## src/rtl/wdg_pkg.sv

```systemverilog
package wdg_pkg;
  localparam int CTL_W = 8;
  localparam int B_HOLD = 7;
  localparam int B_NMIEDGE = 6;
  localparam int B_NMISEL = 5;
  localparam int B_MODE = 4;
  localparam int B_CLR = 3;
  localparam int B_CLKSEL = 2;
  localparam int SEL_W = 2;

  typedef struct packed {
    logic clr;
    logic inc;
    logic [SEL_W-1:0] tapSel;
  } wdgStrobe_t;
endpackage

```

## src/rtl/wdg_count.sv

```systemverilog
module wdg_count
  import wdg_pkg::*;
#(
  parameter int CNT_W = 16,
  parameter int TAP0 = 15,
  parameter int TAP1 = 13,
  parameter int TAP2 = 9,
  parameter int TAP3 = 6
) (
  input  logic       clk,
  input  logic       rstN,
  input  wdgStrobe_t stb,
  output logic       tapHit
);
  localparam int N_TAP = 2 ** SEL_W;
  localparam int TAP_POS [N_TAP] = '{TAP0, TAP1, TAP2, TAP3};

  logic [CNT_W-1:0] cntQ;
  logic [CNT_W-1:0] cntInc;
  logic [N_TAP-1:0] tapVec;

  assign cntInc = cntQ + 1'b1;

  // one tap candidate per timeout select code
  for (genvar g = 0; g < N_TAP; g++) begin : gTap
    assign tapVec[g] = cntInc[TAP_POS[g]];
  end

  assign tapHit = stb.inc & tapVec[stb.tapSel];

  always_ff @(posedge clk or negedge rstN) begin
    if (!rstN) cntQ <= '0;
    else if (stb.clr || tapHit) cntQ <= '0;
    else if (stb.inc) cntQ <= cntInc;
  end
endmodule

```

## src/rtl/wdg_ctrl.sv

```systemverilog
module wdg_ctrl
  import wdg_pkg::*;
#(
  parameter logic [CTL_W-1:0] KEY = 8'h5A
) (
  input  logic               clk,
  input  logic               rstN,
  input  logic               wrEn,
  input  logic [2*CTL_W-1:0] wrData,
  input  logic               flagClr,
  input  logic               tickA,
  input  logic               tickB,
  input  logic               tapHit,
  output wdgStrobe_t         stb,
  output logic [CTL_W-1:0]   ctlQ,
  output logic               rstReq,
  output logic               irqFlag
);
  logic keyOk, keyBad, clrWr, expire, puc, tickSel;

  assign keyOk  = wrEn && (wrData[2*CTL_W-1:CTL_W] == KEY);
  assign keyBad = wrEn && (wrData[2*CTL_W-1:CTL_W] != KEY);
  assign clrWr  = keyOk && wrData[B_CLR];
  // a keyed clear or bad key in the same cycle cancels a run-out
  assign expire = tapHit && !keyBad && !clrWr;
  assign puc    = keyBad || (expire && !ctlQ[B_MODE]);

  assign tickSel    = ctlQ[B_CLKSEL] ? tickB : tickA;
  assign stb.inc    = tickSel && !ctlQ[B_HOLD];
  assign stb.clr    = keyBad || clrWr;
  assign stb.tapSel = ctlQ[SEL_W-1:0];

  always_ff @(posedge clk or negedge rstN) begin
    if (!rstN) begin
      ctlQ    <= '0;
      rstReq  <= 1'b0;
      irqFlag <= 1'b0;
    end else begin
      rstReq <= puc;
      if (puc) ctlQ <= '0;
      else if (keyOk) begin
        ctlQ        <= wrData[CTL_W-1:0];
        ctlQ[B_CLR] <= 1'b0;
      end
      if (keyBad || expire) irqFlag <= 1'b1;
      else if (flagClr) irqFlag <= 1'b0;
    end
  end
endmodule

```

## src/rtl/wdg_guard.sv

```systemverilog
module wdg_guard
  import wdg_pkg::*;
#(
  parameter int CNT_W = 16,
  parameter int TAP0 = 15,
  parameter int TAP1 = 13,
  parameter int TAP2 = 9,
  parameter int TAP3 = 6,
  parameter logic [7:0] KEY = 8'h5A,
  parameter logic [7:0] RD_KEY = 8'h69
) (
  input  logic        clk,
  input  logic        rstN,
  input  logic        wrEn,
  input  logic [15:0] wrData,
  input  logic        flagClr,
  input  logic        tickA,
  input  logic        tickB,
  output logic [15:0] rdData,
  output logic        rstReq,
  output logic        irqFlag,
  output logic        nmiSel,
  output logic        nmiEdge
);
  wdgStrobe_t stb;
  logic tapHit;
  logic [CTL_W-1:0] ctlQ;

  wdg_ctrl #(.KEY(KEY)) ctrlU (
    .clk(clk), .rstN(rstN), .wrEn(wrEn), .wrData(wrData), .flagClr(flagClr),
    .tickA(tickA), .tickB(tickB), .tapHit(tapHit), .stb(stb), .ctlQ(ctlQ),
    .rstReq(rstReq), .irqFlag(irqFlag)
  );

  wdg_count #(.CNT_W(CNT_W), .TAP0(TAP0), .TAP1(TAP1), .TAP2(TAP2), .TAP3(TAP3)) dpU (
    .clk(clk), .rstN(rstN), .stb(stb), .tapHit(tapHit)
  );

  assign rdData  = {RD_KEY, ctlQ};
  assign nmiSel  = ctlQ[B_NMISEL];
  assign nmiEdge = ctlQ[B_NMIEDGE];
endmodule

```

## config.mk

```make
export PLATFORM = sky130hd
export DESIGN_NAME = wdg_guard
export DESIGN_NICKNAME = d
export VERILOG_FILES = /design/src/rtl/wdg_pkg.sv /design/src/rtl/wdg_count.sv /design/src/rtl/wdg_ctrl.sv /design/src/rtl/wdg_guard.sv
export SDC_FILE = /design/constraint.sdc
export NUM_CORES = 1
export LEC_CHECK = 0
export ABC_AREA = 1
export ABC_CLOCK_PERIOD_IN_PS = 3900
export BUFFER_PORTS_ARGS = -buffer_cell sky130_fd_sc_hd__clkbuf_2
export CAP_MARGIN = 40
export CORE_MARGIN = 2
export CORE_UTILIZATION = 35
export CTS_CLUSTER_DIAMETER = 60
export DETAILED_ROUTE_END_ITERATION = 10
export HOLD_SLACK_MARGIN = 0.03
export RECOVER_POWER = 50
export SLEW_MARGIN = 20
export SYNTH_ARGS = -nofsm -noshare
export SYNTH_HDL_FRONTEND = slang
export SYNTH_SLANG_ARGS = --single-unit
```

## constraint.sdc

```tcl
create_clock -name clk -period 3.9 [get_ports clk]
set_input_delay 0.39 -clock clk [delete_from_list [all_inputs] [get_ports clk]]
set_output_delay 0.39 -clock clk [all_outputs]
set_load 0.03 [all_outputs]
```

Word level (Yosys, flattened, before mapping) --
Cells that the tools add are included.
Cells by class: bitwise gates (word level) 1, muxes and demuxes 9, reductions and logical operators 18, magnitude comparators 1, $add $sub $neg 1, equality and inequality tests 2
Operators with widths (number):
- 16-bit two-way mux | 2
- 16-bit by 1-bit adder with 16-bit output, second input constant | 1
- 8-bit two-way mux | 2
- 8-bit by 7-bit equality test with 1-bit output, second input constant | 1
- 8-bit by 7-bit != test with 1-bit output, second input constant | 1
- 1-bit logical AND | 7
- 2-bit nonzero test | 3
- 1-bit logical NOT | 4
- 1-bit logical OR | 4
- 1-bit two-way mux | 4
- 2-bit by 3-bit < comparator with 1-bit output, second input constant | 1
- 1-bit binary-select mux with 2-bit select | 1
- 1-bit AND | 1
Storage, ports and cells: logic and storage cells 36, input port bits 22, register bits 26

Logic depth before layout (Yosys ltp) --
word-level depth 9, gate-level depth with buffers 12

By module --
A second synthesis with hierarchy kept.
Unflattened totals: cell total of the unflattened synthesis 223, area total of the unflattened synthesis 1684.1 µm²
Modules (own cells, without submodules):
- wdg_count | instances 1, area an instance 1011.0 µm², sequential area each 400.4 µm², cells each 131
- wdg_ctrl | instances 1, area an instance 590.6 µm², sequential area each 225.2 µm², cells each 80
- wdg_guard | instances 1, area an instance 82.6 µm², sequential area each 0.0 µm², cells each 12

Worst setup path before layout --
OpenSTA, ideal clock, no wires.
path kind flip-flop to flip-flop, from reg dpU.cntQ[0], to reg dpU.cntQ[9], cell stages (with the launch flop) 13, path buffers 1, arrival 1.542 ns, slack 2.233 ns, period minus slack after synthesis 1.667 ns, path through dfrtp_1 ha_1 nand2_1 inv_1 nand2_2 nand3_1 nand2_1 inv_1 a21oi_4 nand2_2 nand2_4 buf_12 o22ai_2
On the way: longest elaborated chain between the ends 6, elaborated cells between the ends (all ways) 8, those cells by class 1 x add/sub; 4 x mux; 1 x bitwise; 2 x reduce/logical
Ends and longest elaborated chain:
- start, declared | line wdg_count.sv:18 | logic [CNT_W-1:0] cntQ;
- start signal, assigned | line wdg_count.sv:34 | else if (stb.inc) cntQ <= cntInc;
- 16-bit by 1-bit adder with 16-bit output (*) | line wdg_count.sv:22 | assign cntInc = cntQ + 1'b1;
- 1-bit binary-select mux with 2-bit select | line wdg_count.sv:29 | assign tapHit = stb.inc & tapVec[stb.tapSel];
- 1-bit two-way mux (implied by the code) | line wdg_count.sv:29
- 1-bit AND | line wdg_count.sv:29
- 1-bit logical OR | line wdg_count.sv:33 | else if (stb.clr || tapHit) cntQ <= '0;
- 16-bit two-way mux / 2-bit nonzero test (equally long branches)
Every way passes the cells marked *; elsewhere a longest branch is shown, timed or not. The select of a mux whose other input is x is not followed. A chain may end at the register's enable or synchronous reset.

Final worst setup path --
from reg ctrlU.ctlQ[2], to reg dpU.cntQ[14]
On the way: longest elaborated chain between the ends 5, elaborated cells between the ends (all ways) 6, those cells by class 2 x mux; 1 x bitwise; 3 x reduce/logical
Ends and longest elaborated chain:
- start, declared | line wdg_ctrl.sv:15 | output logic [CTL_W-1:0] ctlQ,
- start signal, assigned | line wdg_ctrl.sv:42 | ctlQ <= wrData[CTL_W-1:0];
- 1-bit two-way mux (*) | line wdg_ctrl.sv:28 | assign tickSel = ctlQ[B_CLKSEL] ? tickB : tickA;
- 1-bit logical AND (*) | line wdg_ctrl.sv:29 | assign stb.inc = tickSel && !ctlQ[B_HOLD];
- 1-bit AND | line wdg_count.sv:29
- 1-bit logical OR | line wdg_count.sv:33
- 16-bit two-way mux / 2-bit nonzero test (equally long branches)
Every way passes the cells marked *; elsewhere a longest branch is shown, timed or not.

==> metrics.txt <==
# TYPE chip_impl_metric gauge
chip_impl_metric{name="count_of_non_filler_cells_in_the_finished_layout",unit=""} 281
chip_impl_metric{name="leakagePower",unit="nW"} 0.891
chip_impl_metric{name="finalHoldViolations",unit=""} 0
chip_impl_metric{name="setup-tns-final",unit="ns"} 0
chip_impl_metric{name="route.detailed.wl_per_inst",unit="µm"} 10.4
chip_impl_metric{name="cts.clk_slew.worst_paths",unit="ns"} 0.09
chip_impl_metric{name="post_drt_via_cell_ratio",unit=""} 4.61
chip_impl_metric{name="synthesis.instances",unit=""} 201
chip_impl_metric{name="first_iter_violations",unit=""} 61
chip_impl_metric{name="antenna_cells",unit=""} 0
chip_impl_metric{name="antenna_found_initial",unit=""} 0
chip_impl_metric{name="cts_buffers",unit=""} 3
chip_impl_metric{name="numPortBuffers",unit=""} 32
chip_impl_metric{name="insertion_delay",unit="ns"} 0.28
chip_impl_metric{name="routabilityCongestion",unit=""} 0.788
chip_impl_metric{name="grt_start_max_net_pins",unit=""} 26
chip_impl_metric{name="tritoncts_num_sinks",unit=""} 25
chip_impl_metric{name="worst_slew_pin_slew",unit="ns"} 1.32
chip_impl_metric{name="total_power",unit="mW"} 0.550
chip_impl_info{name="cts-root-buf",value="clkbuf_8"} 1
chip_impl_metric{name="net-switching-power",unit="mW"} 0.177
chip_impl_metric{name="power.density_cell_area",unit="mW/mm²"} 310
chip_impl_metric{name="crit_arrival",unit="ns"} 2.00
chip_impl_metric{name="chipWidth",unit="µm"} 71.7
chip_impl_metric{name="clockPowerShare",unit="%"} 28.8
chip_impl_metric{name="finalCoreUtilization",unit="%"} 40.4
chip_impl_metric{name="clock_path_buffers",unit=""} 2
chip_impl_metric{name="die_height",unit="µm"} 71.7
chip_impl_metric{name="power.share.sequential",unit="%"} 51.4
chip_impl_metric{name="post_cts.resized_instances",unit=""} 0
chip_impl_metric{name="floorplan.die_area",unit="mm²"} 0.00514
chip_impl_metric{name="met1_length",unit="µm"} 1430
chip_impl_info{name="worstSetupStartpointType",value="flip-flop"} 1
chip_impl_metric{name="netlist_area",unit="mm²"} 0.00160
chip_impl_metric{name="drt-pass1-iter-count",unit=""} 4
chip_impl_metric{name="intPower",unit="mW"} 0.372
chip_impl_info{name="critPathCaptureType",value="flip-flop"} 1
chip_impl_metric{name="yosys_warnings",unit=""} 0
chip_impl_metric{name="core",unit="mm²"} 0.00438
chip_impl_metric{name="syn_area_per_cell",unit="µm²"} 7.98
chip_impl_metric{name="headroom_to_the_max_slew_limit",unit="%"} 11.8
chip_impl_metric{name="power_switching_share",unit="%"} 32.3
chip_impl_info{name="highest-signal-layer",value="met4"} 1
chip_impl_metric{name="numPlacedInstances",unit=""} 277
chip_impl_metric{name="share_of_synthesized_area_occupied_by_flip_flops_and_latches",unit="%"} 39.0
chip_impl_metric{name="maximum_clock_skew_at_final_layout",unit="ns"} 0.00378
chip_impl_metric{name="comb_power_share",unit="%"} 19.7
chip_impl_metric{name="postSynthRegisterBits",unit=""} 25
chip_impl_metric{name="nets",unit=""} 253
chip_impl_info{name="run_status",value="finished clean"} 1
chip_impl_metric{name="crit_fanout",unit=""} 15
chip_impl_metric{name="grt_first_pass_wirelength",unit="µm"} 5180
chip_impl_metric{name="floorplan.io_pins",unit=""} 42
chip_impl_info{name="crit_type",value="flip-flop to flip-flop"} 1
chip_impl_metric{name="grt_usage",unit="%"} 12.9
chip_impl_metric{name="share_of_the_cycle_needed_by_the_critical_path_after_routing",unit="%"} 46.9
chip_impl_metric{name="row_count",unit=""} 24
chip_impl_metric{name="via_count",unit=""} 1295
chip_impl_metric{name="sum_of_net_half_perimeters_after_detailed_placement",unit="µm"} 2230
chip_impl_metric{name="worst_slack",unit="ns"} 2.07
chip_impl_metric{name="max_cap_violations",unit=""} 0
chip_impl_metric{name="setup_viol",unit=""} 0
chip_impl_metric{name="maxClockFrequency",unit="MHz"} 546
chip_impl_info{name="timing.hold.worst.class",value="input port to flip-flop"} 1
chip_impl_metric{name="wl",unit="µm"} 2930
chip_impl_metric{name="detail_route.drc_violations",unit=""} 0
chip_impl_metric{name="routed-wl-met3",unit="µm"} 189
chip_impl_metric{name="synthToLayoutAreaGrowth",unit="%"} 10.4
chip_impl_metric{name="grt_pass1_vias",unit=""} 1146
chip_impl_metric{name="timing.critical_path.required",unit="ns"} 4.07
chip_impl_metric{name="yosys.cell_types.count",unit=""} 30
chip_impl_metric{name="cts_hold_buf",unit=""} 0
chip_impl_metric{name="post-place-ws",unit="ns"} 1.86
chip_impl_metric{name="worst_ir_drop_vdd",unit="mV"} 0.120
chip_impl_info{name="setup_repair_after_global_routing_missed_its_margin",value="false"} 1
chip_impl_metric{name="report.final.slew_viol_count",unit=""} 0
chip_impl_metric{name="routed-wl-met2",unit="µm"} 1270
chip_impl_metric{name="drive_gt1_share",unit="%"} 24.5
chip_impl_metric{name="detail-route-antenna-nets",unit=""} 0
chip_impl_info{name="cts_tree",value="built"} 1
chip_impl_metric{name="final.min_clock_period",unit="ns"} 1.83
chip_impl_metric{name="start_util",unit="%"} 36.6
chip_impl_metric{name="globalRouteOverflowTotal",unit=""} 0
chip_impl_metric{name="h-tree-depth",unit=""} 1
chip_impl_metric{name="cts_setup_buffers",unit=""} 0
## worst max-delay path, stage by stage, from the launching register on
cell and delay (ns):
dfrtp_1 0.42, inv_1 0.06, nor2_1 0.03, nor3_1 0.21, inv_1 0.14, nand2_2 0.25
nand2_1 0.13, nor2_1 0.17, nand2_1 0.09, xor2_1 0.16, nor2_2 0.04
## sequential cells by signal, summed over array words and instances (netlist names)
signal and cells:
ctrlU.irqFlag 1, ctrlU.ctlQ 7, ctrlU.rstReq 1, dpU.cntQ 16
## metal layers
metal	GRT usage (%)	up-vias
met5	0	-
met3	3.94	5
li1	-	676
met4	4.40	0
met2	20.2	39
met1	16.9	575
## synthesized netlist by cell type
master | instances | area share (%)
buf_4 | 11 | 5.1
nand2_1 | 40 | 9.4
o22ai_2 | 2 | 1.6
a21oi_1 | 2 | 0.62
xor2_1 | 6 | 3.3
nand4_1 | 4 | 1.6
dfrtp_1 | 25 | 39
nand3_1 | 26 | 8.1
o21ai_0 | 2 | 0.62
inv_1 | 27 | 6.3
a21oi_4 | 1 | 1.0
conb_1 | 2 | 0.47
o21ai_2 | 1 | 0.55
nor2_1 | 11 | 2.6
o211ai_1 | 1 | 0.47
nor2_4 | 2 | 1.4
nand2_2 | 6 | 2.3
ha_1 | 1 | 0.78
nand2_4 | 1 | 0.70
nand3b_1 | 1 | 0.47
buf_12 | 1 | 1.2
o21ai_1 | 1 | 0.31
o22ai_1 | 2 | 0.78
nor3_1 | 7 | 2.2
nand3_2 | 3 | 1.9
xnor2_1 | 2 | 1.1
buf_6 | 1 | 0.70
nand4_4 | 1 | 1.3
nor2_2 | 9 | 3.5
buf_2 | 2 | 0.62
## layout make-up
type	instances	area, µm²
inverter	27	101
timing repair buffer	32	153
clock inverter	1	5.00
tap	52	65.1
clock buffer	3	41.3
multi-input combinational	141	779
sequential	25	626
fill	460	2610
## through the flow
step / hold WS (ns) / instance area, µm²
after global routing: 0.321 / 1770
after CTS: 0.138 / 1780
final: 0.308 / 1770
after detailed placement: 0.449 / 1730
after floorplan: 0.0944 / 1630
after global placement: 0.442 / 1730
## layout by cell type, fill, tap and decap left out, drive strengths merged
cell type | synthesis | layout
a21oi | 3 | 3
clkbuf | 0 | 35
clkinv | 0 | 1
conb | 2 | 9
dfrtp | 25 | 25
ha | 1 | 1
inv | 27 | 27
nand2 | 47 | 47
nand3 | 29 | 29
nand3b | 1 | 1
nand4 | 5 | 5
nor2 | 22 | 22
nor3 | 7 | 7
o211ai | 1 | 1
o21ai | 4 | 4
o22ai | 4 | 4
xnor2 | 2 | 2
xor2 | 6 | 6
## cell families after synthesis
logic type	Yosys count	synth area share [%]
compound gates	12	5.93
xor+xnor	8	4.37
fa+ha+maj	1	0.780
buf+inv	42	14.0
flops	25	39.0
other cells	2	0.468
simple gates	111	35.4
## worst paths after layout
path | slack, ns | from | end | cells after the start
min reg2reg | 0.52 | ctrlU.ctlQ[4]$_DFFE_PN0P_ | ctrlU.ctlQ[4]$_DFFE_PN0P_ | 2
max reg2reg | 2.07 | ctrlU.ctlQ[2]$_DFFE_PN0P_ | dpU.cntQ[14]$_DFFE_PN0P_ | 10
min | 0.31 | flagClr | ctrlU.irqFlag$_DFFE_PN0P_ | 2
max in group asynchronous | 2.74 | rstN | dpU.cntQ[11]$_DFFE_PN0P_ | 1
max | 2.07 | ctrlU.ctlQ[2]$_DFFE_PN0P_ | dpU.cntQ[14]$_DFFE_PN0P_ | 10
min in group asynchronous | 0.38 | rstN | dpU.cntQ[5]$_DFFE_PN0P_ | 1
## power by group through the flow
stage	logic [mW]	clock network, mW	registers, mW
floorplan	0.0771	0	0.301
global placement	0.112	0	0.288
finish	0.109	0.158	0.283
detailed placement	0.112	0	0.288
global route	0.121	0.177	0.285
CTS	0.112	0.164	0.283
(Power assumes the default switching activity.)
